<file path="config.mk">
export PLATFORM = sky130hd
export DESIGN_NAME = fan_failsafe_ctrl
export DESIGN_NICKNAME = d
export VERILOG_FILES = /design/src/rtl/fan_fs_pkg.sv /design/src/rtl/fs_pin_watch.sv /design/src/rtl/fs_idle_watchdog.sv /design/src/rtl/fs_dac_channel.sv /design/src/rtl/fan_failsafe_ctrl.sv
export SDC_FILE = /design/constraint.sdc
export NUM_CORES = 1
export LEC_CHECK = 0
export BUFFER_PORTS_ARGS = -buffer_cell sky130_fd_sc_hd__buf_2
export CAP_MARGIN = 10
export CORE_ASPECT_RATIO = 1.75
export CORE_MARGIN = 2
export CORE_UTILIZATION = 62
export CTS_BUF_LIST = sky130_fd_sc_hd__clkbuf_16
export CTS_CLUSTER_DIAMETER = 200
export CTS_CLUSTER_SIZE = 12
export DETAILED_ROUTE_END_ITERATION = 10
export PLACE_DENSITY = 0.89
export SYNTH_ARGS = -nofsm -noshare
export SYNTH_HDL_FRONTEND = slang
export SYNTH_SLANG_ARGS = --single-unit
</file>
<file path="constraint.sdc">
create_clock -name clk -period 3.7 [get_ports clk]
set_input_delay 0 -clock clk [delete_from_list [all_inputs] [get_ports clk]]
set_output_delay 0 -clock clk [all_outputs]
set_load 0.05 [all_outputs]
</file>
<file path="src/rtl/fan_fs_pkg.sv">
package fan_fs_pkg;
   // Reasons that can push both channels to full scale
   typedef struct packed {
      logic boot;   // pin high at start-up check
      logic drop;   // falling edge on the pin
      logic idle;   // watchdog expiry
   } fs_cause_t;

   function automatic logic fs_any(input fs_cause_t c);
      return c.boot | c.drop | c.idle;
   endfunction
endpackage

</file>
<file path="src/rtl/fs_pin_watch.sv">
module fs_pin_watch #(
   parameter int SYNC_STAGES = 2
) (
   input  logic clk,
   input  logic rst_n,
   input  logic pin_async,
   output logic pin_level,
   output logic armed,
   output logic boot_force,
   output logic drop_force
);
   localparam int CW = $clog2(SYNC_STAGES + 1);

   logic [SYNC_STAGES-1:0] chain_q;
   logic [CW-1:0]          settle_cnt_q;
   logic                   armed_q;
   logic                   prev_q;
   logic                   settled;

   always_ff @(posedge clk or negedge rst_n) begin
      if (!rst_n) chain_q <= '0;
      else        chain_q <= {chain_q[SYNC_STAGES-2:0], pin_async};
   end

   assign pin_level = chain_q[SYNC_STAGES-1];
   assign settled   = (settle_cnt_q == CW'(SYNC_STAGES));

   always_ff @(posedge clk or negedge rst_n) begin
      if (!rst_n) begin
         settle_cnt_q <= '0;
         armed_q      <= 1'b0;
         prev_q       <= 1'b0;
      end else begin
         if (!settled) settle_cnt_q <= settle_cnt_q + 1'b1;
         if (settled && !armed_q) armed_q <= 1'b1;
         if (settled) prev_q <= pin_level;
      end
   end

   assign armed      = armed_q;
   assign boot_force = settled & ~armed_q & pin_level;
   assign drop_force = armed_q & prev_q & ~pin_level;
endmodule

</file>
<file path="src/rtl/fs_idle_watchdog.sv">
module fs_idle_watchdog #(
   parameter int TICK_DIV      = 5000,
   parameter int TIMEOUT_TICKS = 4_500_000
) (
   input  logic clk,
   input  logic rst_n,
   input  logic enable,
   input  logic kick,
   output logic expire
);
   localparam int IW = $clog2(TIMEOUT_TICKS + 1);

   logic          tick;
   logic          restart;
   logic [IW-1:0] idle_q;

   assign restart = ~enable | kick;

   generate
      if (TICK_DIV == 1) begin : g_direct
         assign tick = 1'b1;
      end else begin : g_prescale
         localparam int PW = $clog2(TICK_DIV);
         logic [PW-1:0] pre_q;
         assign tick = (pre_q == PW'(TICK_DIV - 1));
         always_ff @(posedge clk or negedge rst_n) begin
            if (!rst_n)       pre_q <= '0;
            else if (restart) pre_q <= '0;
            else if (tick)    pre_q <= '0;
            else              pre_q <= pre_q + 1'b1;
         end
      end
   endgenerate

   assign expire = ~restart & tick & (idle_q == IW'(TIMEOUT_TICKS - 1));

   always_ff @(posedge clk or negedge rst_n) begin
      if (!rst_n)       idle_q <= '0;
      else if (restart) idle_q <= '0;
      else if (expire)  idle_q <= '0;
      else if (tick)    idle_q <= idle_q + 1'b1;
   end
endmodule

</file>
<file path="src/rtl/fs_dac_channel.sv">
module fs_dac_channel #(
   parameter int DAC_W      = 8,
   parameter int RESET_CODE = 0
) (
   input  logic             clk,
   input  logic             rst_n,
   input  logic             force_full,
   input  logic             wr_en,
   input  logic [DAC_W-1:0] wr_data,
   output logic [DAC_W-1:0] dac
);
   logic [DAC_W-1:0] code_q;
   logic             forced_q;

   always_ff @(posedge clk or negedge rst_n) begin
      if (!rst_n) begin
         code_q   <= DAC_W'(RESET_CODE);
         forced_q <= 1'b0;
      end else if (force_full) begin
         forced_q <= 1'b1;
      end else if (wr_en) begin
         code_q   <= wr_data;
         forced_q <= 1'b0;
      end
   end

   assign dac = forced_q ? {DAC_W{1'b1}} : code_q;
endmodule

</file>
<file path="src/rtl/fan_failsafe_ctrl.sv">
module fan_failsafe_ctrl
   import fan_fs_pkg::*;
#(
   parameter int DAC_W         = 8,
   parameter int SYNC_STAGES   = 2,
   parameter int TICK_DIV      = 5000,
   parameter int TIMEOUT_TICKS = 4_500_000,
   parameter int RESET_CODE    = 0
) (
   input  logic             clk,
   input  logic             rst_n,
   input  logic             failsafe_pin,
   input  logic             bus_access,
   input  logic             wr_a,
   input  logic [DAC_W-1:0] wr_data_a,
   input  logic             wr_b,
   input  logic [DAC_W-1:0] wr_data_b,
   output logic [DAC_W-1:0] dac_a,
   output logic [DAC_W-1:0] dac_b
);
   localparam int NCH = 2;

   generate
      if (DAC_W < 1)        begin : g_bad_w    $error("DAC_W must be at least 1");        end
      if (SYNC_STAGES < 2)  begin : g_bad_sync $error("SYNC_STAGES must be at least 2");  end
      if (TICK_DIV < 1)     begin : g_bad_div  $error("TICK_DIV must be at least 1");     end
      if (TIMEOUT_TICKS < 1) begin : g_bad_to  $error("TIMEOUT_TICKS must be at least 1"); end
      if (RESET_CODE < 0 || RESET_CODE >= (2 ** DAC_W))
                            begin : g_bad_rst  $error("RESET_CODE out of range");         end
   endgenerate

   logic      pin_level;
   logic      armed;
   logic      boot_force;
   logic      drop_force;
   logic      idle_expire;
   logic      force_any;
   fs_cause_t cause;

   fs_pin_watch #(.SYNC_STAGES(SYNC_STAGES)) u_pin (
      .clk        (clk),
      .rst_n      (rst_n),
      .pin_async  (failsafe_pin),
      .pin_level  (pin_level),
      .armed      (armed),
      .boot_force (boot_force),
      .drop_force (drop_force)
   );

   fs_idle_watchdog #(.TICK_DIV(TICK_DIV), .TIMEOUT_TICKS(TIMEOUT_TICKS)) u_wd (
      .clk    (clk),
      .rst_n  (rst_n),
      .enable (armed & pin_level),
      .kick   (bus_access | wr_a | wr_b),
      .expire (idle_expire)
   );

   assign cause     = '{boot: boot_force, drop: drop_force, idle: idle_expire};
   assign force_any = fs_any(cause);

   logic [NCH-1:0]            wr_vec;
   logic [NCH-1:0][DAC_W-1:0] data_vec;
   logic [NCH-1:0][DAC_W-1:0] dac_vec;

   assign wr_vec   = {wr_b, wr_a};
   assign data_vec = {wr_data_b, wr_data_a};

   generate
      for (genvar ch = 0; ch < NCH; ch++) begin : g_ch
         fs_dac_channel #(.DAC_W(DAC_W), .RESET_CODE(RESET_CODE)) u_chan (
            .clk        (clk),
            .rst_n      (rst_n),
            .force_full (force_any),
            .wr_en      (wr_vec[ch]),
            .wr_data    (data_vec[ch]),
            .dac        (dac_vec[ch])
         );
      end
   endgenerate

   assign dac_a = dac_vec[0];
   assign dac_b = dac_vec[1];
endmodule

</file>
==> flow_summary.ini <==
[clock_tree]
cts_sinks = 60
clock_latency_ns = 0.33
cts_tree = yes
root_buffer = clkbuf_16
cts_buffers = 9
clock_path_buffers = 2
clk_pin_slew_ns = 0.06
postCtsResizedCells = 0
htree_levels = 3
cts_setup_buffers = 0

[timing]
setup_viol = 0
setup_tns_ns = 0
period_share = 0.752
grt_setup_unrepaired = no
worstMarginPinSlew_ns = 1.04
fin_ws_ns = 0.917
max_freq_mhz = 359
hold_viol_final = 0
fin_skew_ns = 0.00536
finalMaxSlewViolations = 0
post-route-min-period_ns = 2.78
slew_headroom = 0.305

[place]
place_hpwl_mm = 4.07
gp_congestion = 0.895
dp_cells = 360
portBuffers = 37
post_dp_cell_area_um2 = 3140
dp_worst_setup_slack_ns = 1.26

[die]
dieArea_um2 = 5360
die_y_um = 95.4
die_x_um = 56.2
rows = 33
start_util = 0.640
core_um2 = 4620
io_pins = 38

[synth]
synth_area_um2 = 2960
ys_types = 40
synth_compound_area_frac = 0.0969
ys_async_sr_fraction = 1.00
synthesis.nets = 307
syn_area_per_cell_um2 = 10.5
ys_warn_count = 0
synth_top_family_by_area = simple AND/OR/NAND/NOR gates
synthAdderAreaFrac = 0.0127
synth-edff-count = 0
ys_top_cells_by_area = dfrtp_1 51%, mux2_2 6.9%, a31oi_1 4.0%
synth-xor-area-share = 0.0355
synthCells = 282
synth_ff_type = dfrtp_1
muxShareOfSynthArea = 0.0821
yosys.area_share.simple = 0.229
synth_seq_cells = 60
synth-seq-area-share = 0.508
yosysTopAreaCell = dfrtp_1
synth_top_cell_area_share = 0.508

[worst_setup_path]
r2r_cells = 7
worst-path-buf-inv = 1
cpMostUsedCell = a31oi_1
rr_endpoint = u_wd.idle_q[12]
critical-path-top-delay-family = compound AO/OA/AOI/OAI gates
critPathSlowestCell = a211oi_4
ff2ff_setup_slack_ns = 0.92
worstPathCellList = ha_1, and4_1, nand3_1, a211oi_4, buf_4, a31oi_1, a31oi_1
path_class = reg -> reg
path_max_fanout = 24
worstSetupStartpointType = register
end_kind = register
crit_arrival_ns = 3.01
critPathMaxStageDelay_ns = 0.69
cp.required_ns = 3.93
worstReg2RegStart = u_wd.g_prescale.pre_q[0]

[power]
power_leakage_nw = 1.59
vdd_drop_max_mv = 0.393
p_clk_frac = 0.495
sw_frac_of_total = 0.255
pwr-share-seq = 0.389
power_density_nw_per_um2 = 493
combPwrFrac = 0.115
p_int_w = 0.00134
switchingPower_w = 0.000460

[grt]
grt_overflow = 0
antenna_found_initial = 0
grt_max_degree = 61
first_global_vias = 2545
grt_first_pass_wirelength_mm = 12.7
grt_usage = 0.325

[min_path]
hold_start = bus_access
min_path_type = in -> reg
whs_endpoint = u_wd.idle_q[4]
min_path_cells = 3

[final_layout]
drive_gt1_frac = 0.278
n_fill_cell = 259
n_antenna_cell = 0
stdcell_count = 397
fin_area_um2 = 3660
nNetsFinal = 365
syn2layout_area_growth_pct = 23.8

[detailed_routing]
drt_iter0_markers = 201
vias = 2558
wl_per_cell_um = 20.7
drtPass1Iterations = 5
drt-total-wl_mm = 8.21
drc = 0
drtAntennaViolNets = 0
routed_via_density = 6.44

[job]
maxCapViolations = 0

[outcome]
outcome = complete, no violations
[cells in the final DEF (no fill, tap or decap), types with 5 or more instances in the layout]
cell type       n
and3_1          8
dfrtp_1        60
nand3_1        21
mux2_2         18
inv_1           6
buf_2          37
a21oi_1        10
xnor2_1         8
or2_2          17
o21ai_0         5
a31oi_1        19
nand2_1        26
nor2_1         21
dlygate4sd3_1  20
clkbuf_16       9
[cells in the mapped netlist, drive strengths merged, types with 4 or more instances]
| cell | instances |
|---|---|
| nand3 | 21 |
| nor2 | 21 |
| nand4 | 5 |
| and3 | 8 |
| inv | 6 |
| o21ai | 5 |
| xor2 | 4 |
| a21oi | 10 |
| nand2b | 4 |
| a41oi | 4 |
| or2 | 17 |
| xnor2 | 8 |
| nand2 | 26 |
| buf | 8 |
| nor3 | 4 |
| a31oi | 19 |
| dfrtp | 60 |
| mux2i | 4 |
| clkbuf | 5 |
| mux2 | 18 |
| nor4 | 4 |
[cell type report]
type	instances	area (µm²)	share of cell area
Sequential cell	60	1500	0.410
Multi-Input combinational cell	203	1350	0.369
Timing Repair Buffer	60	405	0.111
Clock buffer	9	225	0.0615
Clock inverter	7	91.3	0.0249
Tap cell	52	65.1	0.0178
Inverter	6	22.5	0.00615
[logic make-up (layout without fill, tap and decap cells)]
| kind of cell | after synthesis | after routing |
|---|---|---|
| AND/OR/NAND/NOR | 123 | 123 |
| flip-flops | 60 | 60 |
| AO/OA/AOI/OAI | 43 | 43 |
| multiplexers | 22 | 22 |
| buffers and inverters | 19 | 82 |
| XOR/XNOR | 12 | 12 |
| adder cells (fa/ha/maj) | 3 | 3 |
[registers in the layout, summed over array words and instances, names as in the netlist]
signal / count
u_pin.chain_q: 2
u_pin.settle_cnt_q: 2
u_pin.prev_q: 1
u_pin.armed: 1
u_wd.g_prescale.pre_q: 13
u_wd.idle_q: 23
g_ch.u_chan.code_q: 16
g_ch.u_chan.forced_q: 2
[how the worst max path moves through the flow]
stage,cells past startpoint,startpoint,end
2_1_floorplan,8,u_wd.idle_q[6],u_wd.idle_q[21]
3_3_place_gp,6,u_wd.g_prescale.pre_q[10],u_wd.idle_q[10]
3_5_place_dp,7,u_wd.g_prescale.pre_q[0],u_wd.idle_q[13]
4_1_cts,7,u_wd.g_prescale.pre_q[0],u_wd.idle_q[12]
5_1_grt,7,u_wd.g_prescale.pre_q[0],u_wd.idle_q[12]
6_report,7,u_wd.g_prescale.pre_q[0],u_wd.idle_q[12]
[power by group through the flow]
stage	sequential (W)	clock (W)	combinational [W]
floorplan	0.000705	0	0.000136
CTS	0.000699	0.000892	0.000202
global route	0.000705	0.000922	0.000220
detailed placement	0.000710	0	0.000184
finish	0.000702	0.000894	0.000208
global placement	0.000708	0	0.000181
[layer usage]
layer / wire, µm / global-route usage / vias to the layer above / share of wire
met5: 0 / 0 / - / 0
met4: 330 / 0.194 / 0 / 0.040
met3: 511 / 0.0678 / 39 / 0.062
met2: 4480 / 0.581 / 127 / 0.54
met1: 2900 / 0.350 / 1262 / 0.35
li1: - / - / 1130 / -
[repair_timing]
action / in CTS / in global routing
setup endpoints to repair: 0 / 0
hold buffers: 20 / 0
endpoints found under the hold margin: 79 / 0
[through the flow]
stage / utilization / hold slack, ns / power (W)
6_report: 0.792 / 0.132 / 0.00180
5_1_grt: 0.792 / 0.158 / 0.00185
4_1_cts: 0.791 / 0.0751 / 0.00179
3_5_place_dp: 0.679 / 0.113 / 0.000894
3_3_place_gp: 0.679 / 0.113 / 0.000888
2_1_floorplan: - / -0.296 / 0.000841
[worst min-delay path, stage by stage]
cell	delay, ns
buf_2	0.07
or4_1	0.28
a21oi_1	0.07
(Power assumes the default switching activity.)
